## config.mk

```make
export PLATFORM = sky130hd
export DESIGN_NAME = dcache2w
export DESIGN_NICKNAME = d
export VERILOG_FILES = /design/src/rtl/dc_pkg.sv /design/src/rtl/dc_way.sv /design/src/rtl/dc_victim.sv /design/src/rtl/dcache2w.sv
export SDC_FILE = /design/constraint.sdc
export NUM_CORES = 1
export LEC_CHECK = 0
export ABC_AREA = 1
export CORE_UTILIZATION = 40
export CTS_BUF_LIST = sky130_fd_sc_hd__clkbuf_8
export CTS_CLUSTER_SIZE = 12
export DETAILED_ROUTE_END_ITERATION = 10
export DONT_BUFFER_PORTS = 1
export PLACE_DENSITY_LB_ADDON = 0.1
export SLEW_MARGIN = 30
export SYNTH_ARGS = -nofsm -noshare
export SYNTH_HDL_FRONTEND = slang
export SYNTH_SLANG_ARGS = --single-unit
```

## constraint.sdc

```tcl
create_clock -name clk -period 6.18 [get_ports clk]
set_input_delay 0.309 -clock clk [delete_from_list [all_inputs] [get_ports clk]]
set_output_delay 0.309 -clock clk [all_outputs]
set_load 0.005 [all_outputs]
```

## src/rtl/dc_pkg.sv

```systemverilog
package dc_pkg;
  localparam int LANE_W  = 8;
  localparam int REC_W   = 2;
  localparam logic [REC_W-1:0] REC_NEWEST = '1;
endpackage

```

## src/rtl/dc_way.sv

```systemverilog
module dc_way #(
  parameter int SET_W  = 3,
  parameter int TAG_W  = 27,
  parameter int LANES  = 4
) (
  input  logic                              clk,
  input  logic                              rst,
  input  logic [SET_W-1:0]                  idx,
  input  logic                              touch,
  input  logic                              chosen,
  input  logic                              wr_en,
  input  logic [LANES-1:0]                  lane_we,
  input  logic [TAG_W-1:0]                  wr_tag,
  input  logic [LANES*dc_pkg::LANE_W-1:0]   wr_word,
  output logic                              valid,
  output logic [dc_pkg::REC_W-1:0]          rec,
  output logic [TAG_W-1:0]                  tag,
  output logic [LANES*dc_pkg::LANE_W-1:0]   word
);
  localparam int SETS = 1 << SET_W;
  localparam int LW   = dc_pkg::LANE_W;

  logic [SETS-1:0]          valid_r;
  logic [dc_pkg::REC_W-1:0] rec_r [SETS];
  logic [TAG_W-1:0]         tag_mem [SETS];

  always_ff @(posedge clk) begin
    if (rst) begin
      valid_r <= '0;
      for (int s = 0; s < SETS; s++) rec_r[s] <= '0;
    end else begin
      if (touch) begin
        if (chosen)
          rec_r[idx] <= dc_pkg::REC_NEWEST;
        else if (rec_r[idx] != '0)
          rec_r[idx] <= rec_r[idx] - 1'b1;
      end
      if (wr_en) valid_r[idx] <= 1'b1;
    end
  end

  always_ff @(posedge clk) begin
    if (wr_en) tag_mem[idx] <= wr_tag;
  end

  generate
    for (genvar l = 0; l < LANES; l++) begin : g_lane
      logic [LW-1:0] lane_mem [SETS];
      always_ff @(posedge clk) begin
        if (wr_en && lane_we[l]) lane_mem[idx] <= wr_word[l*LW +: LW];
      end
      assign word[l*LW +: LW] = lane_mem[idx];
    end
  endgenerate

  assign valid = valid_r[idx];
  assign rec   = rec_r[idx];
  assign tag   = tag_mem[idx];
endmodule

```

## src/rtl/dc_victim.sv

```systemverilog
module dc_victim (
  input  logic [1:0]               valid,
  input  logic [dc_pkg::REC_W-1:0] rec0,
  input  logic [dc_pkg::REC_W-1:0] rec1,
  output logic                     victim
);
  always_comb begin
    if (!valid[0])      victim = 1'b0;
    else if (!valid[1]) victim = 1'b1;
    else                victim = (rec1 < rec0);
  end
endmodule

```

## src/rtl/dcache2w.sv

```systemverilog
module dcache2w #(
  parameter int ADDR_W = 32,
  parameter int DATA_W = 32,
  parameter int SET_W  = 3
) (
  input  logic              clk,
  input  logic              rst,
  input  logic              rd_en,
  input  logic              wr_en,
  input  logic              byte_mode,
  input  logic [ADDR_W-1:0] addr,
  input  logic [DATA_W-1:0] wr_data,
  input  logic [DATA_W-1:0] mem_rdata,
  output logic [DATA_W-1:0] rd_data,
  output logic              hit
);
  localparam int LW    = dc_pkg::LANE_W;
  localparam int LANES = DATA_W / LW;
  localparam int OFF_W = $clog2(LANES);
  localparam int TAG_W = ADDR_W - SET_W - OFF_W;
  localparam int WAYS  = 2;

  logic [TAG_W-1:0] a_tag;
  logic [SET_W-1:0] a_idx;
  logic [OFF_W-1:0] a_off;
  assign a_tag = addr[ADDR_W-1 -: TAG_W];
  assign a_idx = addr[OFF_W +: SET_W];
  assign a_off = addr[OFF_W-1:0];

  logic                     v_q   [WAYS];
  logic [dc_pkg::REC_W-1:0] rec_q [WAYS];
  logic [TAG_W-1:0]         tag_q [WAYS];
  logic [DATA_W-1:0]        word_q[WAYS];
  logic [WAYS-1:0]          way_hit;
  logic [WAYS-1:0]          way_we;
  logic                     any_hit, hit_way, victim, sel_way, access;
  logic [LANES-1:0]         byte_mask, lane_we;
  logic [DATA_W-1:0]        fill_word;

  assign access  = rd_en | wr_en;
  assign any_hit = |way_hit;
  assign hit_way = way_hit[1];
  assign sel_way = any_hit ? hit_way : victim;

  dc_victim u_victim (
    .valid  ({v_q[1], v_q[0]}),
    .rec0   (rec_q[0]),
    .rec1   (rec_q[1]),
    .victim (victim)
  );

  always_comb begin
    byte_mask = '0;
    byte_mask[a_off] = 1'b1;
    if (!access)       lane_we = '0;
    else if (wr_en)    lane_we = any_hit ? (byte_mode ? byte_mask : '1) : '1;
    else               lane_we = any_hit ? '0 : '1;
  end

  generate
    for (genvar l = 0; l < LANES; l++) begin : g_fill
      logic [LW-1:0] st_byte;
      assign st_byte = byte_mode ? wr_data[LW-1:0] : wr_data[l*LW +: LW];
      assign fill_word[l*LW +: LW] =
        (wr_en && (!byte_mode || byte_mask[l])) ? st_byte : mem_rdata[l*LW +: LW];
    end

    for (genvar w = 0; w < WAYS; w++) begin : g_way
      assign way_hit[w] = v_q[w] && (tag_q[w] == a_tag);
      assign way_we[w]  = access && (sel_way == w[0]) && (|lane_we);
      dc_way #(.SET_W(SET_W), .TAG_W(TAG_W), .LANES(LANES)) u_way (
        .clk     (clk),
        .rst     (rst),
        .idx     (a_idx),
        .touch   (access),
        .chosen  (sel_way == w[0]),
        .wr_en   (way_we[w]),
        .lane_we (lane_we),
        .wr_tag  (a_tag),
        .wr_word (fill_word),
        .valid   (v_q[w]),
        .rec     (rec_q[w]),
        .tag     (tag_q[w]),
        .word    (word_q[w])
      );
    end
  endgenerate

  always_ff @(posedge clk) begin
    if (rst) begin
      rd_data <= '0;
      hit     <= 1'b0;
    end else if (rd_en && !wr_en) begin
      rd_data <= any_hit ? word_q[hit_way] : mem_rdata;
      hit     <= any_hit;
    end
  end
endmodule

```

### After elaboration in Yosys (flattened, before gate mapping)

Memories as Yosys holds them, arrays and structs flattened.
Cells that the tools add are included.
W data, S select, Z words.

* add/sub/neg operators: 2
* multiply operators: 0
* divide/modulo/power cells: 0
* magnitude comparators: 6
* equal/unequal tests: 2
* shifts and indexed selects: 0
* multiplexer cells: 75
* bitwise operators: 7
* reduce and logical (&&, ||, !) cells: 33

Operator list (number)
* $mux W32: 4
* $mux W8: 7
* $eq A27 B27 Y1: 2
* $mux W1: 49
* $logic_and A1 B1 Y1: 21
* $mux W4: 5
* $or A8 B8 Y8: 2
* $mux W2: 4
* $bmux W1 S3: 2
* $mux W3: 2
* $reduce_or A2 Y1: 3
* $logic_or A1 B1 Y1: 4
* $lt A3 B4 Y1 const B: 1
* $reduce_bool A2 Y1: 2
* $reduce_or A4 Y1: 1
* $sub A2 B1 Y2 const B: 2
* $demux W1 S3: 1
* $ge A3 B1 Y1 const B: 1
* $lt A2 B3 Y1 const B: 1
* $or A1 B1 Y1: 3
* $demux W1 S2: 1
* $ge A2 B1 Y1 const B: 1
* $ge A2 B2 Y1 const B: 1
* $logic_not A1 Y1: 2
* other kinds (3): 3

* register bits: 49
* bits in latches: 0
* memory bits (writable): 976
* ROM bits: 0
* input port bits: 101
* output and inout port bits: 33
* logic and storage cells: 141
* memories kept: 12

Memory list
* g_way[0].u_way.tag_mem: depth 8, width 27, read ports 1, clocked after Yosys merged registers in 0, wr ports 1, line dc_way.sv:25 `logic [TAG_W-1:0] tag_mem [SETS];`
* g_way[1].u_way.tag_mem: depth 8, width 27, read ports 1, clocked after Yosys merged registers in 0, wr ports 1, line dc_way.sv:25
* g_way[0].u_way.g_lane[0].lane_mem: depth 8, width 8, read ports 1, clocked after Yosys merged registers in 0, wr ports 1, line dc_way.sv:48 `logic [LW-1:0] lane_mem [SETS];`
* g_way[0].u_way.g_lane[1].lane_mem: depth 8, width 8, read ports 1, clocked after Yosys merged registers in 0, wr ports 1, line dc_way.sv:48
* g_way[0].u_way.g_lane[2].lane_mem: depth 8, width 8, read ports 1, clocked after Yosys merged registers in 0, wr ports 1, line dc_way.sv:48
* g_way[0].u_way.g_lane[3].lane_mem: depth 8, width 8, read ports 1, clocked after Yosys merged registers in 0, wr ports 1, line dc_way.sv:48
* 6 more memories

### Logic depth before layout (Yosys ltp)

Gate-level depths: netlist (run 1).

* depth in word-level cells: 13
* gate-level depth with buffers: 26
* mapped depth without buffers: 21

### By module

From an unflattened synthesis (run 1), not the netlist that was laid out.

* cell total of the unflattened synthesis: 4079
* area total of the unflattened synthesis: 43314.0 µm²

Modules (own cells, without submodules)
* dc_way: instances 2, cells an instance 1657, area each 19695.1 µm², seq. area each 14814.2 µm²
* dcache2w: instances 1, cells an instance 756, area each 3876.2 µm², seq. area each 660.6 µm²
* dc_victim: instances 1, cells an instance 9, area each 47.5 µm², seq. area each 0.0 µm²

### Least setup slack after synthesis (run 1)

Ideal clock, no wire load.

* path kind: input port to flip-flop
* from: input port addr[2]
* to: memory g_way[0].u_way.g_lane[3].lane_mem[0][0] (netlist bit) (enable)
* library setup time: 0.370 ns
* arrival: 3.667 ns
* required time: 5.810 ns
* setup slack: 2.143 ns
* cell stages on the path: 26
* path buffers: 6
* path through: buf_2 -> inv_4 -> buf_4 -> buf_4 -> buf_2 -> nand2_1 -> inv_2 -> clkbuf_1 -> clkbuf_1 -> a22o_1 -> a221oi_1 -> nand4_1 -> inv_1 -> ha_1 -> o21ai_1 -> nand2_1 -> nand2_1 -> nand2_1 -> inv_1 -> nand2_1 -> nand2_1 -> nor2_4 -> nand2_1 -> inv_2 -> nand2_1 -> nor2_1

* cells in the longest elaborated chain, start to end: 12
* elaborated cells on any way between the ends: 28
* classes of those cells: order compare (1); eq/ne (2); mux (13); bitwise (1); reduce/logical (7); memory (4)

Ends and longest elaborated chain
* from (decl): line dcache2w.sv:11 `input logic [ADDR_W-1:0] addr,`
* $mem_v2 Z8 W27 or $bmux W1 S3 (tied branches)
* $eq A27 B27 Y1 or $mux W1 (tied branches): line dcache2w.sv:69, dc_way.sv:56
* $logic_and A1 B1 Y1: line dcache2w.sv:69 `assign way_hit[w] = v_q[w] && (tag_q[w] == a_tag);`
* $reduce_or A2 Y1: line dcache2w.sv:41 `assign any_hit = |way_hit;`
* $mux W4, on equally long branches: line dcache2w.sv:57, dcache2w.sv:56
* $mux W4: line dcache2w.sv:56 `else if (wr_en) lane_we = any_hit ? (byte_mode ? byte_mask : '1) : '1;`
* $mux W4: line dcache2w.sv:55 `if (!access) lane_we = '0;`
* $reduce_or A4 Y1: line dcache2w.sv:70 `assign way_we[w] = access && (sel_way == w[0]) && (|lane_we);`
* $logic_and A1 B1 Y1: line dcache2w.sv:70
* $logic_and A1 B1 Y1: line dc_way.sv:50 `if (wr_en && lane_we[l]) lane_mem[idx] <= wr_word[l*LW +: LW];`
* $mux W1: line dc_way.sv:50
* $mux W1 (implied by the code): line dc_way.sv:50
* to (decl): line dc_way.sv:48

Parallel ways exist; a longest one is shown, timed or not. The select of a mux whose other input is x is not followed.

### Final worst setup path (run 1)

* from: input port addr[2]
* to: memory g_way[0].u_way.tag_mem[2][6] (enable)

* cells in the longest elaborated chain, start to end: 11
* elaborated cells on any way between the ends: 27
* classes of those cells: order compare (1); eq/ne (2); mux (13); bitwise (1); reduce/logical (6); memory (4)

Ends and longest elaborated chain
* $mem_v2 Z8 W27 or $bmux W1 S3 (tied branches)
* $eq A27 B27 Y1 or $mux W1 (tied branches): line dcache2w.sv:69, dc_way.sv:56
* $logic_and A1 B1 Y1: line dcache2w.sv:69
* $reduce_or A2 Y1: line dcache2w.sv:41
* $mux W4, on equally long branches: line dcache2w.sv:57, dcache2w.sv:56
* $mux W4: line dcache2w.sv:56
* $mux W4: line dcache2w.sv:55
* $reduce_or A4 Y1: line dcache2w.sv:70
* $logic_and A1 B1 Y1: line dcache2w.sv:70
* $mux W1: line dc_way.sv:43 `if (wr_en) tag_mem[idx] <= wr_tag;`
* $mux W1 (implied by the code): line dc_way.sv:43
* to (decl): line dc_way.sv:25

Parallel ways exist; a longest one is shown, timed or not. The select of a mux whose other input is x is not followed.

==> flow_summary.ini, run 1 <==
[pwr]
powerDensity_mw_per_mm2 = 300
p_comb_share_pct = 7.4
p_leak_nw = 19.1
vdd_drop_max_mv = 0.161
p_int_mw = 11.0
sw_frac_of_total_pct = 25.3
pwr-share-clk_pct = 39.3
pwr-share-seq_pct = 53.4
switching_power_mw = 3.72

[worst_setup_path]
crit_path_max_fanout = 283
rrSetupSlack_ps = 2200
worstPathCellList = inv_6 > buf_12 > nand2_1 > nand3_1 > nand2_1 > o21ai_0 > nand4_1 > nor2_1 > nand2_1 > nor2_1 > nand2_1 > nand3_1 > nand3_2 > buf_4 > nand3_1 > clkinv_2
crit_start = addr[2]
r2r_start = g_way[0].u_way.tag_mem[6][11]
rr_endpoint = g_way[0].u_way.tag_mem[2][6]
reg2reg_depth = 15
slowest_stage = inv_6
cpMostUsedCell = nand2_1
cp_data_required_time_ps = 6500
arrival_ps = 4680
crit_path_end_kind = flip-flop
start_kind = input pin
cpPeakStageDelay_ps = 790
crit_type = in2reg

[grt]
grt.met1_usage_pct = 33.3
grt_pass1_vias = 28300
met3_usage_pct = 4.14
antenna_found_initial = 4
grt_use_total_pct = 24.8
gr-total-overflow = 0
busiest_layer = met2
grt_max_degree = 284
use_met2_pct = 41.7
grt_first_pass_wirelength_um = 196000

[run_status]
status = complete, no violations

[logic_synthesis]
synth_top_family_by_area = simple AND/OR/NAND/NOR gates
synth_compound_area_share_pct = 6.11
synth.area.top_cells = edfxtp_1 68%, nand2_1 9.6%, inv_1 4.3%, nor2_1 2.8%, nand3_1 2.6%
synth-async-reset-ratio_pct = 0
synth_flop_cell = edfxtp_1
synth_top_area_share_pct = 68.2
synth_simple_gate_area_share_pct = 17.0
synth_area_sq_mm = 0.0430
syn_inst = 3866
synthMuxAreaShare_pct = 0.131
synth_edf_count = 976
yosysUniqueCellTypes = 42
ys_ff_latch = 1025
synthMostInstantiatedCell = nand2_1
yosysTopAreaCell = edfxtp_1
postSynthAreaPerCell_sq_um = 11.1
yosys_warnings = 0
ys_seq_area_share_pct = 70.5
synthTopCellsByCount = 1,094 x nand2_1, 976 x edfxtp_1, 487 x inv_1
synth_nets = 3970
synth-xor-area-share_pct = 0
synthAdderAreaFrac_pct = 0.0874

[route]
drt-vias-per-instance = 5.20
drt_wl_total_um = 135000
drt_iter0_drc = 2467
wl_per_cell_um = 24.3
antenna_left = 0
firstDrtPassIters = 5
drc = 0
vias = 28900

[clock_network]
cts_buffers = 173
cts_root_buffer = clkbuf_8
clock_path_buffers = 3
cts_tree = yes
post-cts-setup-buffer-count = 0
clk-insertion-delay-late_ps = 870
htree_levels = 4
cts_sinks = 1025
clk_pin_slew_ps = 60

[worst_hold_path]
hold_path.class = in2reg
min_path_cells = 1
whs_endpoint = g_way[1].u_way.g_lane[0].lane_mem[3][5]
hold_start = wr_data[5]

[timing]
slew_viol_final = 0
tns_ps = 0
grt_setup_unrepaired = no
fmax_ghz = 0.230
slew_headroom_pct = 34.7
min_period_over_period_pct = 70.5
hold_violations = 0
setup_viol = 0
worst_slew_pin_slew_ps = 977
period_needed_ps = 4360
fin_skew_ps = 50.6

[placement]
port_buffers = 0
dp_hpwl_um = 79500
place_congestion = 0.877
dp.cells = 5131

[final_layout]
layout-drive-gt1-share_pct = 8.98
register_area_sq_mm = 0.0303
nFillCells = 9930
nets = 4121
instances_no_fill = 5559
syn2layout_area_growth_pct = 13.9
multi_input_area_sq_mm = 0.0103

[die]
core_area_sq_mm = 0.106
die_w_um = 330
die_area_sq_mm = 0.109
initial_core_util_pct = 40.6
pin_count = 134
die_height_um = 330
rows = 119

[flow_run]
cap_viol_max_count = 0
==> power groups by stage <==
stage               logic (mW)  clock network, mW  registers, mW
detailed placement       0.969                  0           7.98
finish                    1.08               5.77           7.84
floorplan                0.602                  0           7.97
global placement         0.963                  0           7.98
global route              1.18               6.17           7.85
CTS                       1.09               5.88           7.84
==> timing repair <==
item | CTS | global route
hold buffers | 98 | 4
endpoints found under the setup margin | 0 | 0
endpoints found under the hold margin | 971 | 61
resized for setup | 0 | 0
==> metrics by stage <==
step / utilization (%) / total power [mW] / hold slack [ps] / setup slack, ps / instance area [sq um]
2_1_floorplan: - / 8.57 / 408 / 2140 / 43000
6_report: 46.2 / 14.7 / 49.1 / 1820 / 48900
3_3_place_gp: 42.0 / 8.95 / 385 / 1290 / 44500
4_1_cts: 46.1 / 14.8 / 0.262 / 2110 / 48800
5_1_grt: 46.2 / 15.2 / 46.5 / 1840 / 48900
3_5_place_dp: 42.1 / 8.95 / 387 / 1250 / 44500
==> final cells by class <==
type	instances	share of cell area, %
antenna	5	0.0256
clock buffer	187	5.26
sequential	1025	61.9
clock inverter	134	1.40
inverter	497	3.83
tap	1391	3.56
timing repair buffer	147	2.94
multi-input combinational	2173	21.0
==> how the worst max path moves through the flow <==
stage               slack [ps]  cells past startpoint                                      end
global route              1840                     16            g_way[0].u_way.tag_mem[2][18]
floorplan                 2140                     26  g_way[0].u_way.g_lane[3].lane_mem[0][0]
detailed placement        1250                     21  g_way[0].u_way.g_lane[3].lane_mem[6][3]
global placement          1290                     21  g_way[0].u_way.g_lane[3].lane_mem[6][1]
finish                    1820                     16             g_way[0].u_way.tag_mem[2][6]
CTS                       2110                     19  g_way[1].u_way.g_lane[3].lane_mem[0][7]
==> worst max-delay path: cells and delay by family <==
kind	cells	cell delay (ps)
AOI/OAI and AO/OA	1	520
and+or+nand+nor	11	1460
buffers and inverters	4	2000
==> registers in the layout (all words and copies together) (netlist names) <==
name	cells
rd_data	32
g_way.u_way.g_lane.lane_mem	512
hit	1
g_way.u_way.tag_mem	432
g_way.u_way.valid_r	16
g_way.u_way.rec_r	32
==> cells in the final DEF (no fill, tap or decap), types with 6 or more instances in the layout <==
| cell type | count |
|---|---|
| nand3b_1 | 7 |
| or2_2 | 21 |
| dfxtp_1 | 49 |
| buf_4 | 40 |
| clkinv_2 | 20 |
| a221oi_1 | 77 |
| a31oi_4 | 10 |
| edfxtp_1 | 976 |
| o211ai_1 | 27 |
| nor2_1 | 320 |
| a21oi_1 | 82 |
| a31oi_2 | 10 |
| nand2_1 | 1092 |
| a31oi_1 | 6 |
| clkbuf_8 | 187 |
| a22oi_1 | 57 |
| a22o_1 | 22 |
| o21ai_0 | 84 |
| nand2_2 | 12 |
| dlygate4sd3_1 | 101 |
| o21ai_1 | 7 |
| nor2_2 | 6 |
| nand3_1 | 226 |
| clkinv_1 | 41 |
| nand4_1 | 65 |
| inv_2 | 25 |
| inv_1 | 528 |
| nor2_4 | 7 |
==> logic make-up (layout without fill, tap and decap cells) <==
logic type,Yosys count,count (layout)
other,0,5
muxes,5,5
AOI/OAI and AO/OA,394,394
buffers and inverters,668,965
adders and majority gates,3,3
DFF,1025,1025
and+or+nand+nor,1771,1771
==> per-layer routing <==
metal	up-vias	wire length (um)
met4	0	2640
met2	952	66000
met3	181	7610
met5	-	0
met1	14300	58600
li1	13500	-
No activity file was read; power rests on OpenSTA's default activity.
==> run 2: changes to the inputs <==
- ABC_AREA: 1 -> 0
- clock period: 6.18 -> 4.5 ns (I/O delays scaled with it)
==> run 2 against run 1 <==
  * First-iteration DRC count fell by 12%
  * Largest power group unchanged
  * Register-to-register slack got worse by 1800 ps
  * Sequential share of layout area rose by 1.2 points
  * Combinational power rose by 31%
  * Final cell count fell by 23%
  * Clock skew fell by 9.8 ps
==> flow_summary.ini, run 2 <==
[run_status]
status = complete, no violations

[grt]
gr-total-overflow = 0
antenna_found_initial = 8
grt_first_pass_wirelength_um = 184000
grt_max_degree = 255
grt_pass1_vias = 25300
grt_use_total_pct = 25.1

[logic_synthesis]
synth_area_sq_mm = 0.0410
yosys_warnings = 0
synth_flop_cell = edfxtp_1
synth_edf_count = 976
synthMuxAreaShare_pct = 9.20
yosysTopAreaCell = edfxtp_1
synth_top_family_by_area = compound AO/OA/AOI/OAI gates
ys_seq_area_share_pct = 73.9
synth-xor-area-share_pct = 0.214
synth_top_area_share_pct = 71.5
synth.area.top_cells = edfxtp_1 71%, mux4_2 3.7%, mux2_2 3.0%, dfxtp_1 2.4%, mux2i_1 2.4%
syn_inst = 2494
synth_simple_gate_area_share_pct = 5.40
synthMostInstantiatedCell = edfxtp_1
ys_ff_latch = 1025
synthAdderAreaFrac_pct = 0.0915
synthTopCellsByCount = 976 x edfxtp_1, 202 x nor2_1, 111 x mux2_2
synth_nets = 2598
postSynthAreaPerCell_sq_um = 16.4
yosysUniqueCellTypes = 72
synth-async-reset-ratio_pct = 0
synth_compound_area_share_pct = 9.27

[worst_setup_path]
crit_type = in2reg
r2r_start = g_way[0].u_way.tag_mem[7][16]
crit_start = addr[4]
start_kind = input pin
worstPathCellList = dlygate4sd3_1 > buf_12 > nor3_2 > buf_4 > a22o_1 > a211oi_1 > xnor2_1 > nor4_1 > nand4_1 > buf_4 > o221ai_1 > a21oi_1 > dlygate4sd3_1
crit_path_max_fanout = 118
slowest_stage = dlygate4sd3_1
cp_data_required_time_ps = 5220
crit_path_end_kind = flip-flop
arrival_ps = 5010
cpPeakStageDelay_ps = 960

[pwr]
vdd_drop_max_mv = 0.247
p_comb_share_pct = 7.2
sw_frac_of_total_pct = 23.6
p_int_mw = 15.1
switching_power_mw = 4.67
design_power_total_mw = 19.8
pwr-share-seq_pct = 54.5
p_leak_nw = 15.9
powerDensity_mw_per_mm2 = 412
pwr-share-clk_pct = 38.3

[timing]
fmax_ghz = 0.233
period_needed_ps = 4290
setup_viol = 0
fin_skew_ps = 40.8
tns_ps = 0
slew_viol_final = 0
worst_slew_pin_slew_ps = 984
hold_violations = 0
grt_setup_unrepaired = no
min_period_over_period_pct = 95.4
slew_headroom_pct = 34.1

[route]
met2_length_um = 64900
wl_met1_um = 52600
antenna_left = 0
drt-vias-per-instance = 5.76
dr_wl_met3_um = 8260
vias = 24700
drt_wl_total_um = 129000
drc = 0
routed.top_layer = met5
firstDrtPassIters = 5
drt_iter0_drc = 2164
wl_per_cell_um = 30.1

[final_layout]
top_regs = g_way.u_way.g_lane.lane_mem (512), g_way.u_way.tag_mem (432)
top_register = g_way.u_way.g_lane.lane_mem
syn2layout_area_growth_pct = 17.0
layout-drive-gt1-share_pct = 20.8
final_cell_mix = 976 x edfxtp_1, 180 x clkbuf_8, 178 x nor2_1
layout_commonest_cell = edfxtp_1
largest_register_ffs = 512
nets = 2881

[clock_network]
cts_resized = 0
clk_pin_slew_ps = 60
ctsHoldBuffers = 128
cts_sinks = 1025
cts_buffers = 171
htree_levels = 4
cts_root_buffer = clkbuf_8
post-cts-setup-buffer-count = 0
clock_path_buffers = 3
clk-insertion-delay-late_ps = 840
cts_tree = yes

[die]
core_area_sq_mm = 0.102
die_height_um = 322
die_w_um = 322
initial_core_util_pct = 40.3
rows = 117
die_area_sq_mm = 0.104
pin_count = 134

[placement]
place_congestion = 0.850
port_buffers = 0
dp_hpwl_um = 75200

[worst_hold_path]
hold_start = rd_en
hold_path.class = in2reg

[flow_run]
cap_viol_max_count = 0
==> run 2: metal layers <==
layer | track usage [%] | vias up
met5 | 0 | -
met4 | 8.00 | 8
met3 | 4.94 | 189
met2 | 43.0 | 939
met1 | 32.0 | 12900
li1 | - | 10700
==> run 2: critical path: cells and delay by family <==
| family | cells | cell delay (ps) |
|---|---|---|
| simple gates | 3 | 1020 |
| compound gates | 4 | 940 |
| buf+inv | 5 | 2520 |
| xor+xnor | 1 | 200 |
==> run 2: power by group through the flow <==
stage / Combinational [mW] / Clock (mW) / Sequential, mW
3_5_place_dp: 1.20 / 0 / 11.0
2_1_floorplan: 0.831 / 0 / 11.0
6_report: 1.42 / 7.59 / 10.8
3_3_place_gp: 1.18 / 0 / 11.0
4_1_cts: 1.41 / 7.75 / 10.8
5_1_grt: 1.50 / 8.17 / 10.8
==> run 2: worst paths after layout <==
| check | end | slack (ps) | cells after the start |
|---|---|---|---|
| min | rd_data[17] | 80 | 3 |
| max reg2reg | rd_data[25] | 450 | 10 |
| max | rd_data[8] | 210 | 13 |
| min reg2reg | g_way[1].u_way.valid_r[7] | 460 | 1 |
==> run 2: stage by stage <==
stage          util [%]  std cells  hold WS (ps)  instance area (sq um)  setup WS (ps)
2_1_floorplan         -       2494           324                  41300          -88.7
3_3_place_gp       42.6       3836           304                  43300            499
3_5_place_dp       42.7       3840           304                  43500            512
4_1_cts            47.1       4279          8.06                  47900            246
5_1_grt            47.2       4285          64.7                  48000            208
6_report           47.2       4286          77.6                  48000            206
==> run 2: area by class of cell <==
| type | instances | area (sq um) |
|---|---|---|
| Sequential cell | 1025 | 30300 |
| Inverter | 11 | 41.3 |
| Fill cell | 8830 | 53800 |
| Tap cell | 1368 | 1710 |
| Antenna cell | 3 | 7.51 |
| Multi-Input combinational cell | 1298 | 10100 |
| Timing Repair Buffer | 270 | 2710 |
| Clock buffer | 180 | 2480 |
| Clock inverter | 131 | 636 |
==> run 2: logic make-up (layout without fill, tap and decap cells) <==
logic type	count (synthesis)	count (layout)
flops	1025	1025
compound gates	530	530
simple gates	476	476
mux	279	279
buf+inv	171	592
xor+xnor	10	10
fa+ha+maj	3	3
other cells	0	3
